## src/rtl/cmbx_pkg.sv

```systemverilog
package cmbx_pkg;
  typedef enum logic {
    ST_IDLE = 1'b0,
    ST_WAIT = 1'b1
  } cmbx_state_e;
endpackage

```

## src/rtl/cmbx_mailbox.sv

```systemverilog
module cmbx_mailbox #(
  parameter int REQ_W = 4
) (
  input  logic               clk,
  input  logic               rst_n,
  input  logic [REQ_W-1:0]   host_set,
  input  logic [REQ_W-1:0]   clr_req,
  input  logic [REQ_W-1:0]   set_err,
  input  logic [REQ_W-1:0]   clr_err,
  output logic [2*REQ_W-1:0] mbox_q
);
  localparam int MB_W = 2 * REQ_W;

  logic [MB_W-1:0] set_all;
  logic [MB_W-1:0] clr_all;
  logic [MB_W-1:0] mbox_d;

  assign set_all = {set_err, host_set};
  assign clr_all = {clr_err, clr_req};

  // each bit: a set in the same edge overrides a clear
  for (genvar b = 0; b < MB_W; b++) begin : g_bit
    always_comb begin
      mbox_d[b] = (mbox_q[b] & ~clr_all[b]) | set_all[b];
    end
  end

  always_ff @(posedge clk or negedge rst_n) begin
    if (!rst_n) mbox_q <= '0;
    else        mbox_q <= mbox_d;
  end
endmodule

```

## src/rtl/cmbx_timer.sv

```systemverilog
module cmbx_timer #(
  parameter int TIMEOUT_CYCLES = 50_000_000
) (
  input  logic clk,
  input  logic rst_n,
  input  logic run,
  output logic expired
);
  localparam int CNT_W = $clog2(TIMEOUT_CYCLES + 1);
  localparam logic [CNT_W-1:0] LAST = CNT_W'(TIMEOUT_CYCLES - 1);

  logic [CNT_W-1:0] cnt_q;
  logic [CNT_W-1:0] cnt_d;

  always_comb begin
    cnt_d = run ? cnt_q + 1'b1 : '0;
  end

  assign expired = run && (cnt_q == LAST);

  always_ff @(posedge clk or negedge rst_n) begin
    if (!rst_n) cnt_q <= '0;
    else        cnt_q <= cnt_d;
  end
endmodule

```

## src/rtl/cmbx_offload_ctl.sv

```systemverilog
module cmbx_offload_ctl (
  input  logic clk,
  input  logic rst_n,
  input  logic wr,
  input  logic wdata,
  input  logic ready,
  output logic en_q,
  output logic func_en_q
);
  logic en_d;
  logic func_en_d;

  always_comb begin
    en_d      = en_q;
    func_en_d = 1'b1;
    if (wr) begin
      en_d = wdata;
      if (wdata && !ready) func_en_d = 1'b0;
    end
  end

  always_ff @(posedge clk or negedge rst_n) begin
    if (!rst_n) begin
      en_q      <= 1'b0;
      func_en_q <= 1'b1;
    end else begin
      en_q      <= en_d;
      func_en_q <= func_en_d;
    end
  end
endmodule

```

## src/rtl/cmbx_fsm.sv

```systemverilog
module cmbx_fsm
  import cmbx_pkg::*;
#(
  parameter int REQ_W = 4
) (
  input  logic               clk,
  input  logic               rst_n,
  input  logic               start,
  input  logic [REQ_W-1:0]   req_mask,
  input  logic [2*REQ_W-1:0] mbox,
  input  logic               expired,
  output logic [REQ_W-1:0]   host_set,
  output logic               busy,
  output logic               done_q,
  output logic               ok_q,
  output logic               err_q,
  output logic               tmo_q
);
  cmbx_state_e      state_q, state_d;
  logic [REQ_W-1:0] mask_q;
  logic             mask_en;
  logic             done_d, ok_d, err_d, tmo_d;
  logic             pending, flagged;

  assign pending = |(mbox[REQ_W-1:0] & mask_q);
  assign flagged = |(mbox[2*REQ_W-1:REQ_W] & mask_q);
  assign busy    = (state_q == ST_WAIT);

  always_comb begin
    state_d  = state_q;
    mask_en  = 1'b0;
    host_set = '0;
    done_d   = 1'b0;
    ok_d     = ok_q;
    err_d    = err_q;
    tmo_d    = tmo_q;
    unique case (state_q)
      ST_IDLE: begin
        if (start) begin
          state_d  = ST_WAIT;
          mask_en  = 1'b1;
          host_set = req_mask;
          ok_d     = 1'b0;
          err_d    = 1'b0;
          tmo_d    = 1'b0;
        end
      end
      ST_WAIT: begin
        if (!pending) begin
          state_d = ST_IDLE;
          done_d  = 1'b1;
          ok_d    = !flagged;
          err_d   = flagged;
        end else if (expired) begin
          state_d = ST_IDLE;
          done_d  = 1'b1;
          tmo_d   = 1'b1;
        end
      end
      default: state_d = ST_IDLE;
    endcase
  end

  always_ff @(posedge clk or negedge rst_n) begin
    if (!rst_n) begin
      state_q <= ST_IDLE;
      mask_q  <= '0;
      done_q  <= 1'b0;
      ok_q    <= 1'b0;
      err_q   <= 1'b0;
      tmo_q   <= 1'b0;
    end else begin
      state_q <= state_d;
      if (mask_en) mask_q <= req_mask;
      done_q  <= done_d;
      ok_q    <= ok_d;
      err_q   <= err_d;
      tmo_q   <= tmo_d;
    end
  end
endmodule

```

## src/rtl/cmd_mbox_ctrl.sv

```systemverilog
module cmd_mbox_ctrl #(
  parameter int CMD_W          = 8,
  parameter int REQ_W          = 4,
  parameter int TIMEOUT_CYCLES = 50_000_000
) (
  input  logic               clk,
  input  logic               rst_n,
  input  logic               start,
  input  logic [CMD_W-1:0]   cmd,
  output logic               busy,
  output logic               done,
  output logic               res_ok,
  output logic               res_err,
  output logic               res_tmo,
  input  logic [REQ_W-1:0]   ctrl_clr_req,
  input  logic [REQ_W-1:0]   ctrl_set_err,
  input  logic [REQ_W-1:0]   ctrl_clr_err,
  output logic [2*REQ_W-1:0] mbox,
  input  logic               offload_wr,
  input  logic               offload_wdata,
  input  logic               ctrl_ready,
  output logic               offload_en,
  output logic               ctrl_func_en
);
  logic [1:0]       rst_sync_q;
  logic             core_rst_n;
  logic [REQ_W-1:0] req_mask;
  logic [REQ_W-1:0] host_set;
  logic             expired;

  // asynchronous assert, synchronous release
  always_ff @(posedge clk or negedge rst_n) begin
    if (!rst_n) rst_sync_q <= 2'b00;
    else        rst_sync_q <= {rst_sync_q[0], 1'b1};
  end
  assign core_rst_n = rst_sync_q[1];

  assign req_mask = cmd[REQ_W-1:0];

  cmbx_mailbox #(.REQ_W(REQ_W)) u_mbox (
    .clk      (clk),
    .rst_n    (core_rst_n),
    .host_set (host_set),
    .clr_req  (ctrl_clr_req),
    .set_err  (ctrl_set_err),
    .clr_err  (ctrl_clr_err),
    .mbox_q   (mbox)
  );

  cmbx_timer #(.TIMEOUT_CYCLES(TIMEOUT_CYCLES)) u_tmr (
    .clk     (clk),
    .rst_n   (core_rst_n),
    .run     (busy),
    .expired (expired)
  );

  cmbx_fsm #(.REQ_W(REQ_W)) u_fsm (
    .clk      (clk),
    .rst_n    (core_rst_n),
    .start    (start),
    .req_mask (req_mask),
    .mbox     (mbox),
    .expired  (expired),
    .host_set (host_set),
    .busy     (busy),
    .done_q   (done),
    .ok_q     (res_ok),
    .err_q    (res_err),
    .tmo_q    (res_tmo)
  );

  cmbx_offload_ctl u_ofl (
    .clk       (clk),
    .rst_n     (core_rst_n),
    .wr        (offload_wr),
    .wdata     (offload_wdata),
    .ready     (ctrl_ready),
    .en_q      (offload_en),
    .func_en_q (ctrl_func_en)
  );
endmodule

```

## config.mk

```make
export PLATFORM = sky130hd
export DESIGN_NAME = cmd_mbox_ctrl
export DESIGN_NICKNAME = d
export VERILOG_FILES = /design/src/rtl/cmbx_pkg.sv /design/src/rtl/cmbx_mailbox.sv /design/src/rtl/cmbx_timer.sv /design/src/rtl/cmbx_offload_ctl.sv /design/src/rtl/cmbx_fsm.sv /design/src/rtl/cmd_mbox_ctrl.sv
export SDC_FILE = /design/constraint.sdc
export NUM_CORES = 1
export LEC_CHECK = 0
export ABC_CLOCK_PERIOD_IN_PS = 2700
export BUFFER_PORTS_ARGS = -buffer_cell sky130_fd_sc_hd__buf_2
export CORE_ASPECT_RATIO = 1.4
export CORE_UTILIZATION = 30
export DETAILED_ROUTE_END_ITERATION = 10
export PLACE_DENSITY = 0.49
export SETUP_SLACK_MARGIN = 0.1
export SYNTH_ARGS = -nofsm -noshare
export SYNTH_HDL_FRONTEND = slang
export SYNTH_HIERARCHICAL = 1
export SYNTH_SLANG_ARGS = --single-unit
export TNS_END_PERCENT = 5
```

## constraint.sdc

```tcl
create_clock -name clk -period 2.7 [get_ports clk]
set_clock_uncertainty 0.05 [all_clocks]
set_input_delay 0 -clock clk [delete_from_list [all_inputs] [get_ports clk]]
set_output_delay 0 -clock clk [all_outputs]
set_load 0.01 [all_outputs]
```

==> reports/results.tsv <==
metric	value	unit
Clock Latency Late Sink	0.29	ns
number of enable flip-flop cells after synthesis	0	
Detail Placement HPWL	3.30	mm
Post-Route WL	4.81	mm
peak supply drop	0.435	mV
#FFs+latches synth	47	
CTS Sinks	47	
wire per inst	13.1	um
filler-free cell count of the finished design	367	
placer congestion estimate	0.708	
Worst setup SP type	flop	
Critical R2R Launch	u_tmr/cnt_q[0]$_DFF_PN0_	
vias in the first global route	1797	
share of cells above drive strength 1	19.5	%
vias post-DR	1742	
R2R depth	5	
initial antenna violation count	0	
H-tree Lvls	2	
Leak	1.35	nW
critical-path cell list	ha_1 > and3_1 > nand4_4 > or4_1 > a21oi_1	
DR pass1 iterations	4	
post-synth top area cell	dfrtp_1	
Area contributors post-synth	dfrtp_1, a21o_1, nand4_1, or3_1, nor2_1	
Util after Layout	40.4	%
FF-to-FF End	u_tmr/cnt_q[24]$_DFF_PN0_	
Total GRT Usage	14.1	%
R2R setup slack	0.77	ns
grt total ovfl	0	
Post-synth top flop	dfrtp_1	
Hold Crit Class	reg2reg	
layout net count	299	
postcts setup bufs	0	
Placed Cells	333	
Critical Path Sink	u_tmr/cnt_q[24]$_DFF_PN0_	
Post-Syn Area	2180	um2
Die H	103	um
CTS tree	yes	
first-pass GRT wire length	8.25	mm
syn_nets	233	
area grow syn2layout	29.2	%
Setup violations, final	0	
TritonCTS Buffers	5	
crit path max fanout	6	
crit path max-delay cell type	or4_1	
Ports	41	
Post-synth top cells	dfrtp_1, nor2_1, nand2_1, a21o_1, inv_1	
cell area power density	628	nW/um2
post-synthesis area per instance	10.7	um2
Post-Place Cell Area	2470	um2
Max-Cap Viols	0	
fin crit share	71.7	%
CTS clk-pin slew, worst paths	0.09	ns
crit path from	u_tmr/cnt_q[0]$_DFF_PN0_	
warnings from Yosys	6	
Longest Clk Path Bufs	2	
unrepaired setup endpoints after global routing	no	
Critical Path Max Stage Delay	0.51	ns
detail-routed via count per cell	4.75	
Initial Utilization	31.3	%
CORE AREA	6980	um2
most numerous cell in the Yosys netlist	dfrtp_1	
die area	7630	um2
Root Buffer	clkbuf_8	
Buffers on Ports	36	
Slew Limit Fails	0	
min Tclk post-route	1.93	ns
CP Data Required Time	2.86	ns
die width	74.1	um
TNS Setup	0	ns
Fillers	692	
largest net degree at the start of global routing	46	
critical path arrival	2.10	ns
Initial DRC Count	56	
row count	36	
hold path start	rst_sync_q[0]$_DFF_PN0_	
ys async rst share	100	%
cell area after layout	2820	um2
status	finished, final reports clean	
Netlist cell types	40	
Rel. slew slack	34.8	%
crit path kind	reg2reg	
Post-Syn Instances	205	
Worst Max-Slew Pin Slew	0.979	ns
final hold violations	0	
Worst setup EP type	flop	
post-synthesis sequential area ratio	53.9	%
DRC Markers	0	
Antenna Cells	0	
Synth top area share	52.7	%
Routed Antenna Nets	0	
fmax	517	MHz
## worst min path at each step
stage | to | slack, ns | cells past startpoint
after global placement | rst_sync_q[0]$_DFF_PN0_ | -0.26 | 1
after global routing | rst_sync_q[1]$_DFF_PN0_ | 0.32 | 0
after floorplan | rst_sync_q[0]$_DFF_PN0_ | -0.35 | 0
final | rst_sync_q[1]$_DFF_PN0_ | 0.30 | 0
after CTS | rst_sync_q[1]$_DFF_PN0_ | 0.31 | 0
after detailed placement | rst_sync_q[0]$_DFF_PN0_ | -0.26 | 1
## state kept, by name, indices dropped and copies added (netlist names)
register / flops
u_ofl/en_q: 1
u_fsm/done_q: 1
u_fsm/err_q: 1
u_fsm/busy: 1
u_fsm/tmo_q: 1
u_ofl/func_en_q: 1
u_tmr/cnt_q: 26
rst_sync_q: 2
u_fsm/ok_q: 1
u_fsm/mask_q: 4
u_mbox/mbox_q: 8
## routing by layer
| layer | vias to the layer above | wire [um] | track usage (%) |
|---|---|---|---|
| met4 | 0 | 31 | 4.44 |
| met3 | 2 | 89 | 2.05 |
| li1 | 860 | - | - |
| met2 | 29 | 2600 | 26.0 |
| met1 | 851 | 2090 | 16.4 |
| met5 | - | 0 | 0 |
## cells by family after synthesis
group	share of synthesized area, %
buf+inv	2.81
fa+ha+maj	1.15
mux	3.21
xor+xnor	4.81
simple gates	23.3
compound gates	10.7
other cells	0.172
flops	53.9
## repair_timing
item / CTS / global route
hold endpoints to repair: 17 / 0
hold buffers: 26 / 0
endpoints found under the setup margin: 0 / 0
resized for setup: 0 / 0
## cell usage in the layout (no fill, tap or decap), types with 6 or more instances in the layout
cell and count:
inv_1 11, a21oi_1 9, xor2_1 6, nand4_1 9, xnor2_1 6, buf_2 36
dlygate4sd3_1 26, nand2_1 12, a21o_1 11, o21ai_0 8, or3_1 9, nor2_1 14
dfrtp_1 45, nand3_1 9, and2_1 8
## through the flow
stage	hold slack, ns	power, mW	setup WS (ns)
6_report	0.305	1.77	0.765
5_1_grt	0.318	1.90	0.574
4_1_cts	0.307	1.81	0.726
3_5_place_dp	-0.261	1.33	0.743
3_3_place_gp	-0.264	1.32	0.776
2_1_floorplan	-0.346	1.16	0.951
## final cells by class
cell class	count	area (um2)	share of cell area [%]
sequential	47	1180	41.8
multi-input combinational	143	945	33.5
timing repair buffer	63	448	15.9
tap	95	119	4.21
clock buffer	5	68.8	2.44
inverter	11	41.3	1.46
clock inverter	3	20.0	0.710
## where the power goes
group | switching (mW) | internal (mW)
clock | 0.238 | 0.180
combinational | 0.236 | 0.218
sequential | 0.0966 | 0.802
total | 0.570 | 1.20
## worst max-delay path: cells and delay by family, from the launching register on
kind / cells / cell delay (ns)
fa+ha+maj: 1 / 0.21
compound gates: 1 / 0.15
simple gates: 3 / 1.01
flops: 1 / 0.43
Power figures use the tool's default switching activity.
